**src/rtl/jhp_pkg.sv**
```systemverilog
package jhp_pkg;

  typedef enum logic [3:0] {
    ST_IDLE, ST_SOI0, ST_SOI1, ST_MK0, ST_MK1,
    ST_LEN0, ST_LEN1, ST_BODY, ST_SCAN, ST_SCANFF
  } ctl_st_e;

  typedef enum logic [2:0] {
    SEG_SKIP, SEG_QTAB, SEG_HTAB, SEG_FRAME, SEG_SCANHDR
  } seg_e;

  localparam logic [7:0] LUMA_HV   = 8'h22;
  localparam logic [7:0] CHROMA_HV = 8'h11;

  // Map a marker code to the kind of segment handling it needs
  function automatic seg_e classify(input logic [7:0] code);
    seg_e k;
    case (code)
      8'hDB:   k = SEG_QTAB;
      8'hC4:   k = SEG_HTAB;
      8'hC0:   k = SEG_FRAME;
      8'hDA:   k = SEG_SCANHDR;
      default: k = SEG_SKIP;
    endcase
    return k;
  endfunction

  function automatic logic is_restart(input logic [7:0] code);
    return (code & 8'hF8) == 8'hD0;
  endfunction

  function automatic logic sampling_ok(input logic [1:0] comp, input logic [7:0] hv);
    return (comp == 2'd0) ? (hv == LUMA_HV) : (hv == CHROMA_HV);
  endfunction

endpackage

```
**src/rtl/jhp_unpack.sv**
```systemverilog
module jhp_unpack #(
  parameter int WORD_W = 32
) (
  input  logic              clk,
  input  logic              rst_n,
  input  logic              active_i,
  input  logic [WORD_W-1:0] in_word_i,
  input  logic              in_vld_i,
  output logic              in_ack_o,
  output logic              byte_vld_o,
  output logic [7:0]        byte_o
);
  localparam int BPW   = WORD_W / 8;
  localparam int PTR_W = $clog2(BPW);

  logic [WORD_W-1:0] word_q;
  logic [PTR_W-1:0]  ptr_q;
  logic              have_q;
  logic              last_byte;

  assign last_byte  = (ptr_q == PTR_W'(BPW - 1));
  // refill when empty, or in the same cycle the last held byte is taken
  assign in_ack_o   = active_i && in_vld_i && (!have_q || last_byte);
  assign byte_vld_o = have_q && active_i;
  assign byte_o     = word_q[{ptr_q, 3'b000} +: 8];

  always_ff @(posedge clk or negedge rst_n) begin
    if (!rst_n) begin
      word_q <= '0;
      ptr_q  <= '0;
      have_q <= 1'b0;
    end else if (!active_i) begin
      have_q <= 1'b0;
      ptr_q  <= '0;
    end else if (in_ack_o) begin
      word_q <= in_word_i;
      ptr_q  <= '0;
      have_q <= 1'b1;
    end else if (have_q) begin
      ptr_q <= ptr_q + 1'b1;
      if (last_byte) have_q <= 1'b0;
    end
  end

  AST_ACK_NEEDS_VALID: assert property (@(posedge clk) disable iff (!rst_n)
    in_ack_o |-> (in_vld_i && active_i));

endmodule

```
**src/rtl/jhp_ctrl.sv**
```systemverilog
module jhp_ctrl
  import jhp_pkg::*;
(
  input  logic        clk,
  input  logic        rst_n,
  input  logic        start_i,
  input  logic        byte_vld_i,
  input  logic [7:0]  byte_i,
  input  logic        tab_fault_i,
  output logic        idle_o,
  output logic        err_o,
  output logic        body_vld_o,
  output seg_e        body_kind_o,
  output logic [15:0] body_pos_o,
  output logic        scan_start_o,
  output logic        scan_vld_o,
  output logic [7:0]  scan_byte_o
);
  ctl_st_e     st_q;
  seg_e        kind_q;
  logic [7:0]  len_hi_q;
  logic [15:0] rem_q, pos_q;
  logic        err_q, ss_q, sv_q;
  logic [7:0]  sb_q;
  logic [15:0] seg_len;

  assign seg_len      = {len_hi_q, byte_i};
  assign idle_o       = (st_q == ST_IDLE);
  assign err_o        = err_q;
  assign body_vld_o   = byte_vld_i && (st_q == ST_BODY);
  assign body_kind_o  = kind_q;
  assign body_pos_o   = pos_q;
  assign scan_start_o = ss_q;
  assign scan_vld_o   = sv_q;
  assign scan_byte_o  = sb_q;

  always_ff @(posedge clk or negedge rst_n) begin
    if (!rst_n) begin
      st_q     <= ST_IDLE;
      kind_q   <= SEG_SKIP;
      len_hi_q <= '0;
      rem_q    <= '0;
      pos_q    <= '0;
      err_q    <= 1'b0;
      ss_q     <= 1'b0;
      sv_q     <= 1'b0;
      sb_q     <= '0;
    end else begin
      ss_q <= 1'b0;
      sv_q <= 1'b0;
      if (st_q == ST_IDLE) begin
        if (start_i) begin
          st_q  <= ST_SOI0;
          err_q <= 1'b0;
        end
      end else if (byte_vld_i) begin
        case (st_q)
          ST_SOI0: if (byte_i == 8'hFF) st_q <= ST_SOI1;
                   else begin st_q <= ST_IDLE; err_q <= 1'b1; end
          ST_SOI1: if (byte_i == 8'hD8) st_q <= ST_MK0;
                   else begin st_q <= ST_IDLE; err_q <= 1'b1; end
          ST_MK0:  if (byte_i == 8'hFF) st_q <= ST_MK1;
                   else begin st_q <= ST_IDLE; err_q <= 1'b1; end
          ST_MK1: begin
            if (byte_i == 8'hFF) begin
              st_q <= ST_MK1;
            end else if (byte_i == 8'hD9) begin
              st_q <= ST_IDLE;
            end else if (byte_i == 8'hDD || byte_i == 8'hD8 || is_restart(byte_i)) begin
              st_q  <= ST_IDLE;
              err_q <= 1'b1;
            end else begin
              kind_q <= classify(byte_i);
              st_q   <= ST_LEN0;
            end
          end
          ST_LEN0: begin
            len_hi_q <= byte_i;
            st_q     <= ST_LEN1;
          end
          ST_LEN1: begin
            if (seg_len < 16'd2) begin
              st_q  <= ST_IDLE;
              err_q <= 1'b1;
            end else if (seg_len == 16'd2) begin
              if (kind_q == SEG_SCANHDR) begin
                st_q <= ST_SCAN;
                ss_q <= 1'b1;
              end else begin
                st_q <= ST_MK0;
              end
            end else begin
              rem_q <= seg_len - 16'd2;
              pos_q <= '0;
              st_q  <= ST_BODY;
            end
          end
          ST_BODY: begin
            if (tab_fault_i) begin
              st_q  <= ST_IDLE;
              err_q <= 1'b1;
            end else begin
              pos_q <= pos_q + 16'd1;
              rem_q <= rem_q - 16'd1;
              if (rem_q == 16'd1) begin
                if (kind_q == SEG_SCANHDR) begin
                  st_q <= ST_SCAN;
                  ss_q <= 1'b1;
                end else begin
                  st_q <= ST_MK0;
                end
              end
            end
          end
          ST_SCAN: begin
            if (byte_i == 8'hFF) begin
              st_q <= ST_SCANFF;
            end else begin
              sv_q <= 1'b1;
              sb_q <= byte_i;
            end
          end
          ST_SCANFF: begin
            if (byte_i == 8'h00) begin
              sv_q <= 1'b1;
              sb_q <= 8'hFF;
              st_q <= ST_SCAN;
            end else if (byte_i == 8'hD9) begin
              st_q <= ST_IDLE;
            end else if (byte_i != 8'hFF) begin
              st_q  <= ST_IDLE;
              err_q <= 1'b1;
            end
          end
          default: st_q <= ST_IDLE;
        endcase
      end
    end
  end

  AST_ERR_TO_IDLE: assert property (@(posedge clk) disable iff (!rst_n)
    $rose(err_o) |-> idle_o);

  AST_SCAN_PULSE: assert property (@(posedge clk) disable iff (!rst_n)
    scan_start_o |=> !scan_start_o);

  AST_START_BUSY: assert property (@(posedge clk) disable iff (!rst_n)
    (!idle_o && start_i && !byte_vld_i) |=> $stable(st_q));

endmodule

```
**src/rtl/jhp_tables.sv**
```systemverilog
module jhp_tables
  import jhp_pkg::*;
#(
  parameter int HIDX_W = 12
) (
  input  logic              clk,
  input  logic              rst_n,
  input  logic              body_vld_i,
  input  logic [7:0]        body_byte_i,
  input  seg_e              body_kind_i,
  input  logic [15:0]       body_pos_i,
  output logic              fault_o,
  output logic              dim_load_o,
  output logic [15:0]       img_w_o,
  output logic [15:0]       img_h_o,
  output logic              qt_we_o,
  output logic [1:0]        qt_id_o,
  output logic [5:0]        qt_idx_o,
  output logic [7:0]        qt_val_o,
  output logic              ht_we_o,
  output logic              ht_cls_o,
  output logic [1:0]        ht_id_o,
  output logic              ht_sym_o,
  output logic [HIDX_W-1:0] ht_idx_o,
  output logic [7:0]        ht_val_o
);
  typedef enum logic [1:0] {HP_HDR, HP_CNT, HP_SYM} hph_e;

  logic              q_hdr_q;
  logic [1:0]        q_id_q;
  logic [5:0]        q_cnt_q;
  hph_e              h_ph_q;
  logic              h_cls_q;
  logic [1:0]        h_id_q;
  logic [HIDX_W-1:0] h_cnt_q, h_sum_q, h_sum_nx;
  logic [7:0]        dim_hi_q;

  logic seg_first, is_q, is_h, is_f, q_hdr_now, h_hdr_now, frame_bad;

  assign seg_first = (body_pos_i == 16'd0);
  assign is_q      = body_vld_i && (body_kind_i == SEG_QTAB);
  assign is_h      = body_vld_i && (body_kind_i == SEG_HTAB);
  assign is_f      = body_vld_i && (body_kind_i == SEG_FRAME);
  assign q_hdr_now = seg_first || q_hdr_q;
  assign h_hdr_now = seg_first || (h_ph_q == HP_HDR);
  assign h_sum_nx  = h_sum_q + {{(HIDX_W-8){1'b0}}, body_byte_i};

  always_comb begin
    frame_bad = 1'b0;
    case (body_pos_i)
      16'd0:   frame_bad = (body_byte_i != 8'd8);
      16'd5:   frame_bad = (body_byte_i != 8'd3);
      16'd7:   frame_bad = !sampling_ok(2'd0, body_byte_i);
      16'd10:  frame_bad = !sampling_ok(2'd1, body_byte_i);
      16'd13:  frame_bad = !sampling_ok(2'd2, body_byte_i);
      default: frame_bad = 1'b0;
    endcase
  end

  assign fault_o = (is_q && q_hdr_now && (body_byte_i[7:4] != 4'd0)) ||
                   (is_h && h_hdr_now && (body_byte_i[7:4] > 4'd1)) ||
                   (is_f && frame_bad);
  assign dim_load_o = is_f && (body_pos_i == 16'd2 || body_pos_i == 16'd4);

  always_ff @(posedge clk or negedge rst_n) begin
    if (!rst_n) begin
      q_hdr_q  <= 1'b1;
      q_id_q   <= '0;
      q_cnt_q  <= '0;
      h_ph_q   <= HP_HDR;
      h_cls_q  <= 1'b0;
      h_id_q   <= '0;
      h_cnt_q  <= '0;
      h_sum_q  <= '0;
      dim_hi_q <= '0;
      img_w_o  <= '0;
      img_h_o  <= '0;
      qt_we_o  <= 1'b0;
      qt_id_o  <= '0;
      qt_idx_o <= '0;
      qt_val_o <= '0;
      ht_we_o  <= 1'b0;
      ht_cls_o <= 1'b0;
      ht_id_o  <= '0;
      ht_sym_o <= 1'b0;
      ht_idx_o <= '0;
      ht_val_o <= '0;
    end else begin
      qt_we_o <= 1'b0;
      ht_we_o <= 1'b0;
      if (is_q && !fault_o) begin
        if (q_hdr_now) begin
          q_id_q  <= body_byte_i[1:0];
          q_cnt_q <= '0;
          q_hdr_q <= 1'b0;
        end else begin
          qt_we_o  <= 1'b1;
          qt_id_o  <= q_id_q;
          qt_idx_o <= q_cnt_q;
          qt_val_o <= body_byte_i;
          q_cnt_q  <= q_cnt_q + 6'd1;
          if (q_cnt_q == 6'd63) q_hdr_q <= 1'b1;
        end
      end
      if (is_h && !fault_o) begin
        if (h_hdr_now) begin
          h_cls_q <= body_byte_i[4];
          h_id_q  <= body_byte_i[1:0];
          h_ph_q  <= HP_CNT;
          h_cnt_q <= '0;
          h_sum_q <= '0;
        end else begin
          ht_we_o  <= 1'b1;
          ht_cls_o <= h_cls_q;
          ht_id_o  <= h_id_q;
          ht_idx_o <= h_cnt_q;
          ht_val_o <= body_byte_i;
          if (h_ph_q == HP_CNT) begin
            ht_sym_o <= 1'b0;
            h_sum_q  <= h_sum_nx;
            if (h_cnt_q == HIDX_W'(15)) begin
              h_cnt_q <= '0;
              h_ph_q  <= (h_sum_nx == '0) ? HP_HDR : HP_SYM;
            end else begin
              h_cnt_q <= h_cnt_q + 1'b1;
            end
          end else begin
            ht_sym_o <= 1'b1;
            h_cnt_q  <= h_cnt_q + 1'b1;
            if (h_cnt_q + 1'b1 == h_sum_q) h_ph_q <= HP_HDR;
          end
        end
      end
      if (is_f && !fault_o) begin
        if (body_pos_i == 16'd1 || body_pos_i == 16'd3) dim_hi_q <= body_byte_i;
        if (body_pos_i == 16'd2) img_h_o <= {dim_hi_q, body_byte_i};
        if (body_pos_i == 16'd4) img_w_o <= {dim_hi_q, body_byte_i};
      end
    end
  end

  AST_DIM_HOLD: assert property (@(posedge clk) disable iff (!rst_n)
    !dim_load_o |=> ($stable(img_w_o) && $stable(img_h_o)));

  AST_HT_CNT_RANGE: assert property (@(posedge clk) disable iff (!rst_n)
    (ht_we_o && !ht_sym_o) |-> (ht_idx_o < HIDX_W'(16)));

  AST_FAULT_NO_WRITE: assert property (@(posedge clk) disable iff (!rst_n)
    fault_o |=> !(qt_we_o || ht_we_o));

endmodule

```
**src/rtl/jpeg_hdr_parse.sv**
```systemverilog
module jpeg_hdr_parse
  import jhp_pkg::*;
#(
  parameter int WORD_W = 32,
  parameter int HIDX_W = 12
) (
  input  logic              clk,
  input  logic              rst_n,
  input  logic              start_i,
  input  logic [WORD_W-1:0] in_word_i,
  input  logic              in_vld_i,
  output logic              in_ack_o,
  output logic              idle_o,
  output logic              err_o,
  output logic [15:0]       img_w_o,
  output logic [15:0]       img_h_o,
  output logic              qt_we_o,
  output logic [1:0]        qt_id_o,
  output logic [5:0]        qt_idx_o,
  output logic [7:0]        qt_val_o,
  output logic              ht_we_o,
  output logic              ht_cls_o,
  output logic [1:0]        ht_id_o,
  output logic              ht_sym_o,
  output logic [HIDX_W-1:0] ht_idx_o,
  output logic [7:0]        ht_val_o,
  output logic              scan_start_o,
  output logic              scan_vld_o,
  output logic [7:0]        scan_byte_o
);
  logic        byte_vld, body_vld, tab_fault, dim_load;
  logic [7:0]  byte_w;
  seg_e        body_kind;
  logic [15:0] body_pos;

  jhp_unpack #(.WORD_W(WORD_W)) u_unpack (
    .clk(clk), .rst_n(rst_n), .active_i(!idle_o),
    .in_word_i(in_word_i), .in_vld_i(in_vld_i), .in_ack_o(in_ack_o),
    .byte_vld_o(byte_vld), .byte_o(byte_w)
  );

  jhp_ctrl u_ctrl (
    .clk(clk), .rst_n(rst_n), .start_i(start_i),
    .byte_vld_i(byte_vld), .byte_i(byte_w), .tab_fault_i(tab_fault),
    .idle_o(idle_o), .err_o(err_o),
    .body_vld_o(body_vld), .body_kind_o(body_kind), .body_pos_o(body_pos),
    .scan_start_o(scan_start_o), .scan_vld_o(scan_vld_o), .scan_byte_o(scan_byte_o)
  );

  jhp_tables #(.HIDX_W(HIDX_W)) u_tables (
    .clk(clk), .rst_n(rst_n),
    .body_vld_i(body_vld), .body_byte_i(byte_w),
    .body_kind_i(body_kind), .body_pos_i(body_pos),
    .fault_o(tab_fault), .dim_load_o(dim_load),
    .img_w_o(img_w_o), .img_h_o(img_h_o),
    .qt_we_o(qt_we_o), .qt_id_o(qt_id_o), .qt_idx_o(qt_idx_o), .qt_val_o(qt_val_o),
    .ht_we_o(ht_we_o), .ht_cls_o(ht_cls_o), .ht_id_o(ht_id_o), .ht_sym_o(ht_sym_o),
    .ht_idx_o(ht_idx_o), .ht_val_o(ht_val_o)
  );

  AST_IDLE_QUIET: assert property (@(posedge clk) disable iff (!rst_n)
    idle_o |-> !(qt_we_o || ht_we_o || scan_vld_o));

  AST_FRAME_LOAD_BUSY: assert property (@(posedge clk) disable iff (!rst_n)
    dim_load |-> !idle_o);

endmodule

```
**config.mk**
```make
export PLATFORM = sky130hd
export DESIGN_NAME = jpeg_hdr_parse
export DESIGN_NICKNAME = d
export VERILOG_FILES = /design/src/rtl/jhp_pkg.sv /design/src/rtl/jhp_unpack.sv /design/src/rtl/jhp_ctrl.sv /design/src/rtl/jhp_tables.sv /design/src/rtl/jpeg_hdr_parse.sv
export SDC_FILE = /design/constraint.sdc
export NUM_CORES = 1
export LEC_CHECK = 0
export ABC_AREA = 0
export BUFFER_PORTS_ARGS = -buffer_cell sky130_fd_sc_hd__buf_2
export CAP_MARGIN = 10
export CORE_ASPECT_RATIO = 1.4
export CORE_UTILIZATION = 61
export CTS_BUF_LIST = sky130_fd_sc_hd__clkbuf_2 sky130_fd_sc_hd__clkbuf_4 sky130_fd_sc_hd__clkbuf_8
export DETAILED_ROUTE_END_ITERATION = 7
export GPL_ROUTABILITY_DRIVEN = 0
export GPL_TIMING_DRIVEN = 0
export MAX_ROUTING_LAYER = met4
export PLACE_DENSITY_LB_ADDON = 0.12
export SYNTH_ARGS = -nofsm -noshare
export SYNTH_HDL_FRONTEND = slang
export SYNTH_SLANG_ARGS = --single-unit
```
**constraint.sdc**
```tcl
create_clock -name clk -period 5.64 [get_ports clk]
set_clock_uncertainty 0.05 [all_clocks]
set_input_delay 0.282 -clock clk [delete_from_list [all_inputs] [get_ports clk]]
set_output_delay 0.282 -clock clk [all_outputs]
set_load 0.1 [all_outputs]
```
After elaboration in Yosys (flattened, before gate mapping)
Index checks and enable logic that the tools add are counted.
{"block": "word_totals", "ff_bits": 213, "input_bits": 36, "out_inout_bits": 87, "elab_cells": 256}
{"block": "classes", "addsub": 7, "magnitude_cmp": 2, "eq_ne": 62, "shift": 1, "muxes": 84, "n_bitwise": 6, "reduce_logical": 61}
{"cell": "$mux W16", "n": 6}
{"cell": "$eq A8 B8 Y1 const B", "n": 8}
{"cell": "$pmux W16 S2", "n": 2}
{"cell": "$mux W12", "n": 5}
{"cell": "$mux W4", "n": 14}
{"cell": "$eq A16 B2 Y1 const B", "n": 3}
{"cell": "$eq A16 B3 Y1 const B", "n": 3}
{"cell": "$pmux W4 S9", "n": 1}
{"cell": "$mux W1", "n": 35}
{"cell": "$eq A16 B1 Y1 const B", "n": 2}
{"cell": "$eq A16 B4 Y1 const B", "n": 2}
{"cell": "$shiftx A32 B6 Y8", "n": 1}
{"cell": "$mux W2", "n": 10}
{"cell": "$reduce_and A2 Y1", "n": 10}
{"cell": "$ne A3 B2 Y1 const B", "n": 6}
{"cell": "$ne A3 B3 Y1 const B", "n": 6}
{"cell": "$add A16 B1 Y16 const B", "n": 1}
{"cell": "$eq A4 B3 Y1 const B", "n": 4}
{"cell": "$logic_not A16 Y1", "n": 1}
{"cell": "$lt A16 B2 Y1 const B", "n": 1}
{"cell": "$mux W8", "n": 2}
{"cell": "$pmux W8 S2", "n": 1}
{"cell": "$sub A16 B1 Y16 const B", "n": 1}
{"cell": "$sub A16 B2 Y16 const B", "n": 1}
{"cell": "other kinds (49)", "n": 97}

Longest topological paths before layout
Gate-level depths: netlist of run 1.
{"block": "depth", "depth_word": 13, "ltp_mapped": 14, "mapped_depth_nobuf": 11}

By module
From an unflattened synthesis of run 1, not the netlist that was laid out.
{"block": "hier_totals", "cells_unflattened": 1067, "area_unflattened_um2": 11532.3}
{"mod": "jhp_tables", "n_inst": 1, "cells_each": 532, "area_per_inst_um2": 5972.0, "seq_area_each_um2": 3004.1}
{"mod": "jhp_ctrl", "n_inst": 1, "cells_each": 438, "area_per_inst_um2": 3854.9, "seq_area_each_um2": 1451.4}
{"mod": "jhp_unpack", "n_inst": 1, "cells_each": 96, "area_per_inst_um2": 1701.6, "seq_area_each_um2": 875.8}
{"mod": "jpeg_hdr_parse", "n_inst": 1, "cells_each": 1, "area_per_inst_um2": 3.8, "seq_area_each_um2": 0.0}

Worst setup path after synthesis of run 1
Ideal clock, no wire load.
{"block": "synth_path", "path_type": "register to register", "startpoint": "register u_unpack.ptr_q[0]", "endpoint": "register u_tables.h_ph_q[1]", "setup_time_ns": 0.110, "arrival_ns": 3.765, "t_required_ns": 5.480, "slack_ns": 1.714, "stages_incl_launch_ff": 15, "path_buffers": 3, "period_less_slack_ns": 3.926, "path_cell_list": "dfrtp_1 buf_6 mux4_2 clkbuf_1 clkbuf_1 ha_1 fa_1 a21oi_1 nor2_1 o31a_1 o41ai_1 nor2_1 a211oi_1 nor4_1 o41ai_1"}
{"block": "synth_via", "elab_chain_cells": 9, "elab_cells_between_ends": 24, "cone_classes": "1 x add/sub; 1 x order compare; 4 x eq/ne; 1 x shift; 5 x mux; 12 x reduce/logical"}
{"element": "start: declaration", "line": "jhp_unpack.sv:17", "rtl": "logic [PTR_W-1:0] ptr_q;"}
{"element": "start signal: assignment", "line": "jhp_unpack.sv:40", "rtl": "ptr_q <= ptr_q + 1'b1;"}
{"element": "$shiftx A32 B6 Y8 *", "line": "jhp_unpack.sv:25", "rtl": "assign byte_o = word_q[{ptr_q, 3'b000} +: 8];"}
{"element": "net byte_w[0]", "line": "jpeg_hdr_parse.sv:32", "rtl": "logic [7:0] byte_w;"}
{"element": "parallel branches: the longest is 8 deep, another holds $add A12 B8 Y12"}
{"element": "end signal: assignment", "line": "jhp_tables.sv:123", "rtl": "h_ph_q <= (h_sum_nx == '0) ? HP_HDR : HP_SYM;"}
{"element": "end: declaration", "line": "jhp_tables.sv:32", "rtl": "hph_e h_ph_q;"}
Mark *: on every way through the listed nets, which the timed path passes. The select of a mux whose other input is x is not followed.
A chain may end at the register's enable or synchronous reset.

Worst setup path after layout of run 1
{"block": "layout_path", "startpoint": "register u_unpack.ptr_q[1]", "endpoint": "register u_tables.h_ph_q[1]"}
The elaborated chain is that of the path after synthesis.

==> results of run 1 <==
[metal layers]
| metal | up-vias | share of wire, % | routed length, um | GRT usage [%] |
|---|---|---|---|---|
| li1 | 4332 | - | - | - |
| met1 | 4568 | 39 | 10910 | 38.10 |
| met2 | 353 | 51 | 14270 | 54.98 |
| met3 | 83 | 5.1 | 1429 | 4.061 |
| met4 | 0 | 4.1 | 1145 | 14.94 |
| met5 | - | 0 | 0 | - |
[layout make-up]
type / count / area (um2)
Fill cell: 1326 / 4563
Tap cell: 236 / 295.3
Inverter: 22 / 82.58
Buffer: 60 / 241.5
Timing Repair Buffer: 157 / 988.4
Sequential cell: 213 / 5331
Clock inverter: 3 / 15.01
Clock buffer: 52 / 640.6
Multi-Input combinational cell: 828 / 5244
[power by group through the flow]
| stage | sequential [mW] | combinational (mW) | clock [mW] |
|---|---|---|---|
| finish | 1.77 | 1.97 | 1.28 |
| global route | 1.79 | 2.11 | 1.37 |
| CTS | 1.77 | 1.94 | 1.30 |
| detailed placement | 1.80 | 1.92 | 0 |
| global placement | 1.79 | 1.87 | 0 |
| floorplan | 2.02 | 1.15 | 0 |
[through the flow]
stage | total power [mW] | hold WS, ps | util, %
global route | 5.267 | 380.3 | 73.78
floorplan | 3.166 | -63.59 | -
detailed placement | 3.713 | 384.1 | 68.05
global placement | 3.665 | 402.9 | 67.80
finish | 5.029 | 353.4 | 73.78
CTS | 5.010 | 370.8 | 73.78
[critical path: stages, from the launching register on]
cell	delay [ps]
dfrtp_1	350
clkbuf_1	450
mux4_2	440
clkbuf_1	280
clkbuf_1	420
ha_1	380
fa_1	430
a21oi_1	150
nor2_1	70
o31a_1	250
o41ai_1	1000
a211oi_1	200
nor4_1	520
o41ai_1	110
[final timing paths]
path	to	slack (ps)	cells after the start
max	u_tables.h_ph_q[1]	410	13
max reg2reg	u_tables.h_ph_q[1]	410	13
min	u_tables.qt_idx_o[3]	350	2
min in group clk	u_unpack.word_q[17]	400	4
min reg2reg	u_tables.qt_id_o[0]	420	2
max in group asynchronous	u_unpack.word_q[7]	4220	3
[what timing repair did]
item	CTS	global route
hold endpoints to repair	152	0
endpoints found under the setup margin	0	0
hold buffers	34	0
[Yosys cell counts (3+ instances only)]
| cell type | n |
|---|---|
| nor2b_1 | 7 |
| and4_1 | 3 |
| a22o_1 | 8 |
| inv_1 | 21 |
| or3_1 | 9 |
| o21ai_0 | 78 |
| a21oi_1 | 37 |
| ha_1 | 18 |
| xnor2_1 | 30 |
| buf_1 | 7 |
| nor4b_1 | 6 |
| buf_2 | 6 |
| nand4_1 | 14 |
| o21ai_1 | 3 |
| nor3_1 | 23 |
| nand3_1 | 40 |
| a22oi_1 | 4 |
| a311oi_1 | 4 |
| xor2_1 | 21 |
| nand2b_1 | 8 |
| nor3b_1 | 4 |
| and3_1 | 20 |
| nand2_1 | 209 |
| o211ai_1 | 7 |
| mux4_2 | 8 |
| o41ai_1 | 5 |
| clkbuf_1 | 45 |
| and2_1 | 13 |
| o21bai_1 | 4 |
| o31ai_1 | 12 |
| nor2_1 | 89 |
| or4_1 | 7 |
| a31oi_1 | 5 |
| a211oi_1 | 3 |
| a21o_1 | 3 |
| dfrtp_1 | 212 |
| nor4_1 | 9 |
| mux2_2 | 73 |
[flip-flops by register name, indices dropped and copies added, names as in the netlist, 6 cells and up]
name,count
u_tables.qt_val_o,8
u_tables.h_cnt_q,12
u_ctrl.scan_byte_o,8
u_ctrl.body_pos_o,16
u_ctrl.len_hi_q,8
u_tables.qt_idx_o,6
u_ctrl.rem_q,16
u_tables.img_w_o,16
u_tables.h_sum_q,12
u_tables.img_h_o,16
u_tables.ht_idx_o,12
u_tables.ht_val_o,8
u_tables.q_cnt_q,6
u_unpack.word_q,32
u_tables.dim_hi_q,8
[cells by family after synthesis]
group | Yosys count | share of synthesized area, %
compound gates | 196 | 11.38
xor+xnor | 51 | 4.101
fa+ha+maj | 19 | 2.251
buf+inv | 82 | 2.975
flops | 213 | 48.94
mux | 83 | 9.384
simple gates | 479 | 20.96
==> summary.md, run 1 <==
| Metric | Value |
|---|---|
| Syn nets | 1178 |
| Top FF cell, synth | dfrtp_1 |
| Root buf cell | clkbuf_8 |
| Synth Instances | 1123 |
| Critical Path RT | 6000 ps |
| Final Hold Fails | 0 |
| # Post-CTS Setup Buffers | 0 |
| Switching Fraction | 41.07% |
| Drt initial violations | 654 |
| Post-DP Area | 11840 um2 |
| Startpoint Class | flip-flop |
| Net Switching | 2.065 mW |
| Leakage | 6.400 nW |
| Yosys reg bits | 213 |
| Maximum clock path buffer count | 3 |
| Worst setup path startpoint | u_unpack.ptr_q[1] |
| Clock sink total | 213 |
| Int Power | 2.964 mW |
| Min-delay worst type | primary input to async pin |
| Ys async rst share | 100.0% |
| Share of cells above drive strength 1 | 21.20% |
| CP arrival | 5600 ps |
| Worst-Skew Late Latency | 570 ps |
| Max Fclk | 191.2 MHz |
| Max-slew violation count | 0 |
| Warnings from Yosys | 0 |
| Dpl hpwl | 19.25 mm |
| Worst slack at placement | 551.0 ps |
| Placed Instances | 1482 |
| Pwr Density | 391.7 nW/um2 |
| Worst Setup End Kind | flip-flop |
| Antenna Cells | 0 |
| Average size of a mapped cell | 9.700 um2 |
| Sequential fraction of the synthesis area | 48.94% |
| Status | completed |
| Via/cell ratio | 5.943 |
| Synth area leader | dfrtp_1 |
| Clock power frac | 25.5% |
| Core ar. | 17400 um2 |
| Initial Utilization | 62.60% |
| Unrepaired setup endpoints after global routing | false |
| Worst reg2reg startpoint | u_unpack.ptr_q[1] |
| First-pass GRT wire length | 45.81 mm |
| Final setup viols | 0 |
| Largest cells by area after synthesis | dfrtp_1, mux2_2, nand2_1 |
| Combinational share of power | 39.3% |
| Grt ovf | 0 |
| Total negative slack | 0 ps |
| DRC | 0 |
| Setup CP Type | flip-flop to flip-flop |
| Vias in the first global route | 9287 |
| Clk slew on worst S/H paths | 60 ps |
| Vias | 9336 |
| Number of flops mapped to enable cells by yosys | 0 |
| Critical-path maximum fanout | 10 |
| Port buffer count | 122 |
| Max transition margin | 15.72% |
| Tot GR Track Use | 32.44% |
| Die area | 18400 um2 |
| Synth top area share | 48.70% |
| H-tree Lvls | 1 |
| Layout Nets | 1368 |
| Min cycle time layout | 5231 ps |
| Wire per inst | 17.67 um |
| Fin area | 12840 um2 |
| Die span in y | 160.1 um |
| Synth unique cells | 74 |
| Commonest non-fill, non-tap cells in the layout | dfrtp_1, nand2_1, buf_2, nor2_1, o21ai_0 |
| Post-CTS resize count | 0 |
| Largest net degree at the start of global routing | 122 |
| First-pass detailed-route iteration total | 5 |
| DRT Wirelength | 27.76 mm |
| Ports | 123 |
| Final period util | 92.75% |
| Area grow syn2layout | 17.86% |
| Non-Filler Instances | 1571 |
| Peak supply drop | 0.3335 mV |
| Number of buffers created by CTS | 31 |
| Max cap viols | 0 |
| Most common cell after layout, fill and taps aside | dfrtp_1 |
| Worst-margin pin slew | 1248 ps |
| Post-synthesis cell area | 10890 um2 |
| Setup WS post-layout | 408.7 ps |
| Initial antenna violation count | 0 |
| CTS tree | done |
| Die Width | 114.9 um |
| Rows | 57 |
| Share of power burned in registers | 35.3% |
| Post-route ant nets | 0 |
No activity file was read; power rests on OpenSTA's default activity.
==> inputs of run 2 (changes only) <==
--- a/config.mk
+++ b/config.mk
@@ -5,7 +5,7 @@
 export SDC_FILE = /design/constraint.sdc
 export NUM_CORES = 1
 export LEC_CHECK = 0
-export ABC_AREA = 0
+export ABC_AREA = 1
 export BUFFER_PORTS_ARGS = -buffer_cell sky130_fd_sc_hd__buf_2
 export CAP_MARGIN = 10
 export CORE_ASPECT_RATIO = 1.4
==> run 2 against run 1 <==
  * Fmax rose by 57%
  * Hold slack got worse by 120 ps
  * Largest cell class unchanged
  * Synthesized cell count is 31% higher
  * Combinational power increased by 6%
  * Largest power group unchanged
  * Sequential share of layout area down 1.9 points
  * Clock power up 8%
  * Critical path depth increased by 8
  * Clock-buffer cell count is 3 higher
  * Critical path type unchanged
  * Non-clock buffer count is 11 lower
  * Highest routed layer unchanged
  * Design area rose by 4.7%
==> summary.md, run 2 <==
| Metric | Value |
|---|---|
| Warnings from Yosys | 0 |
| Min-delay worst type | primary input to async pin |
| Unrepaired setup endpoints after global routing | false |
| Worst Setup End Kind | flip-flop |
| Average size of a mapped cell | 7.762 um2 |
| CP arrival | 3750 ps |
| Max Fclk | 300.2 MHz |
| Peak supply drop | 0.3848 mV |
| Max reg flops | 32 |
| Met3 routed WL | 1.658 mm |
| Max-slew violation count | 0 |
| Post-synthesis simple-gate area fraction | 30.70% |
| Cell with the most instances after synthesis | nand2_1 |
| Rows | 58 |
| Ys async rst share | 100.0% |
| Initial antenna violation count | 1 |
| Fraction of the mapped netlist area in adder cells | 2.148% |
| Worst-Skew Late Latency | 530 ps |
| Post-synthesis cell area | 11420 um2 |
| CTS tree | done |
| Die Width | 117.6 um |
| Critical-path maximum fanout | 10 |
| Via/cell ratio | 5.521 |
| Initial Utilization | 62.94% |
| Die area | 19280 um2 |
| H-tree Lvls | 2 |
| Share of cells above drive strength 1 | 16.65% |
| Xor and xnor area share after synthesis | 2.991% |
| Fin area | 13440 um2 |
| Wire per inst | 15.91 um |
| Max cap viols | 0 |
| Crit-path slowest cell | fa_1 |
| Sequential fraction of the synthesis area | 46.69% |
| CP cell instances | buf_4 > inv_4 > nand3_1 > nand2_2 > inv_2 > ha_1 > fa_1 > nand2_1 > inv_1 > nand2_1 > nand2_1 > nand2_1 > o211ai_1 > nand3_1 > xor2_1 > nor2_1 > nand3_1 > nand2_1 > inv_1 > nand3_1 > nand2_1 |
| Area of the multi-input gates | 5313 um2 |
| Non-Filler Instances | 1929 |
| Final period util | 59.06% |
| DRT Wirelength | 30.69 mm |
| Status | completed |
| Pwr Density | 398.4 nW/um2 |
| Final Hold Fails | 0 |
| Met1 WL | 12.03 mm |
| Area grow syn2layout | 17.72% |
| Number of buffers created by CTS | 34 |
| Mux contribution to synthesized area | 0% |
| Largest family of logic cells by synthesized area | simple AND/OR/NAND/NOR gates |
| Commonest non-fill, non-tap cells in the layout | nand2_1, dfrtp_1, o21ai_0, buf_2, nor2_1 |
| First-pass GRT wire length | 50.59 mm |
| Synth unique cells | 53 |
| Top routing layer in use | met4 |
| Post-DP Area | 12390 um2 |
| Setup CP Type | flip-flop to flip-flop |
| Largest net degree at the start of global routing | 81 |
| Family with the most delay on the worst path | simple AND/OR/NAND/NOR gates |
| Grt ovf | 0 |
| Max transition margin | 40.13% |
| Dpl hpwl | 21.69 mm |
| First-pass detailed-route iteration total | 5 |
| Placed Instances | 1835 |
| Post-CTS resize count | 0 |
| Largest cells by area after synthesis | dfrtp_1, nand2_1, o21ai_0 |
| Crit-path max cell delay | 420 ps |
| Syn nets | 1526 |
| Synth area leader | dfrtp_1 |
| Most frequent cells after synthesis | nand2_1, dfrtp_1, o21ai_0 |
| Tot GR Track Use | 33.69% |
| Root buf cell | clkbuf_8 |
| Critical Path RT | 6060 ps |
| Die span in y | 163.9 um |
| CP Buf/Inv Count | 5 |
| DRC | 0 |
| Startpoint Class | flip-flop |
| Layout Nets | 1720 |
| Most common cell after layout, fill and taps aside | nand2_1 |
| Maximum clock path buffer count | 3 |
| Synth top area share | 46.46% |
| Yosys reg bits | 213 |
| Min cycle time layout | 3331 ps |
| Port buffer count | 122 |
| Synth Instances | 1471 |
| Post-route ant nets | 0 |
| Number of flops mapped to enable cells by yosys | 0 |
| Synth Area in Compound Gates | 10.68% |
| Most frequent cell on the critical path | nand2_1 |
| Register area | 5331 um2 |
| Vias | 10650 |
| Core ar. | 18140 um2 |
| Clk slew on worst S/H paths | 70 ps |
| Leakage | 7.056 nW |
| Drt initial violations | 724 |
| Met2 routed WL | 15.75 mm |
| Top FF cell, synth | dfrtp_1 |
| Fillcell total | 1438 |
| Worst-margin pin slew | 891.2 ps |
| Final setup viols | 0 |
| Total negative slack | 0 ps |
| Vias in the first global route | 10480 |
| Largest register by flop count | u_unpack.word_q |
| Clock sink total | 213 |
| Ports | 123 |
| # Post-CTS Setup Buffers | 0 |
run 2: changes by cell type after synthesis, moves of 16 or more:
| cell | change |
|---|---|
| nand2_1 | +299 |
| inv_1 | +85 |
| mux2_2 | -73 |
| o21ai_0 | +60 |
| nand3_1 | +29 |
| clkbuf_1 | -28 |
| o21ai_1 | +26 |
| nor2_1 | +25 |
| xnor2_1 | -22 |
| and3_1 | -20 |
| a21oi_1 | -16 |
run 2: layout make-up:
cell class | count | area share (%)
diodes | 1 | 0.01862
clock inverters | 4 | 0.1676
flip-flops and latches | 213 | 39.66
clock buffers | 55 | 5.073
plain buffers | 48 | 2.122
repair buffers | 158 | 7.558
multi-input cells | 1083 | 39.52
well taps | 240 | 2.234
inverters | 127 | 3.640
run 2: worst paths after layout:
path | startpoint | end | slack (ps) | cells after the start
worst max-delay path | u_unpack.ptr_q[1] | u_tables.h_ph_q[1] | 2310 | 21
worst min-delay path | rst_n | u_ctrl.rem_q[15] | 230 | 2
worst max register to register | u_unpack.ptr_q[1] | u_tables.h_ph_q[1] | 2310 | 21
worst min register to register | u_tables.qt_idx_o[5] | u_tables.qt_idx_o[5] | 420 | 2
max in group asynchronous | rst_n | u_tables.ht_idx_o[3] | 4550 | 3
min in group clk | u_tables.qt_idx_o[5] | u_tables.qt_idx_o[5] | 420 | 2
run 2: logic make-up (layout without fill, tap and decap cells):
| kind of cell | after synthesis | after routing |
|---|---|---|
| adder cells (fa/ha/maj) | 19 | 19 |
| AND/OR/NAND/NOR | 799 | 799 |
| buffers and inverters | 175 | 392 |
| other | 0 | 1 |
| AO/OA/AOI/OAI | 226 | 226 |
| flip-flops | 213 | 213 |
| XOR/XNOR | 39 | 39 |
run 2: report_power, final:
group / total (mW) / switching, mW / internal, mW
combinational: 2.08 / 1.52 / 0.560
clock: 1.38 / 0.612 / 0.764
sequential: 1.90 / 0.161 / 1.74
total: 5.35 / 2.29 / 3.07
run 2: per-layer routing:
layer	vias up	global-route usage, %
met5	-	-
met4	0	16.72
met3	108	4.688
met2	369	58.32
met1	5011	38.44
li1	5162	-
run 2: per-stage QoR:
| stage | hold slack [ps] | util, % | setup WS [ps] | power (mW) |
|---|---|---|---|---|
| 2_1_floorplan | -63.59 | - | 2966 | 3.304 |
| 3_3_place_gp | 403.5 | 67.96 | 640.7 | 3.875 |
| 3_5_place_dp | 183.6 | 68.32 | 2352 | 3.929 |
| 4_1_cts | 233.7 | 74.08 | 2345 | 5.321 |
| 5_1_grt | 255.7 | 74.09 | 2029 | 5.672 |
| 6_report | 229.4 | 74.09 | 2309 | 5.355 |
run 2: what timing repair did:
action                                  CTS  global route
endpoints found under the hold margin    88             0
endpoints found under the setup margin    0             0
hold buffers                             34             0
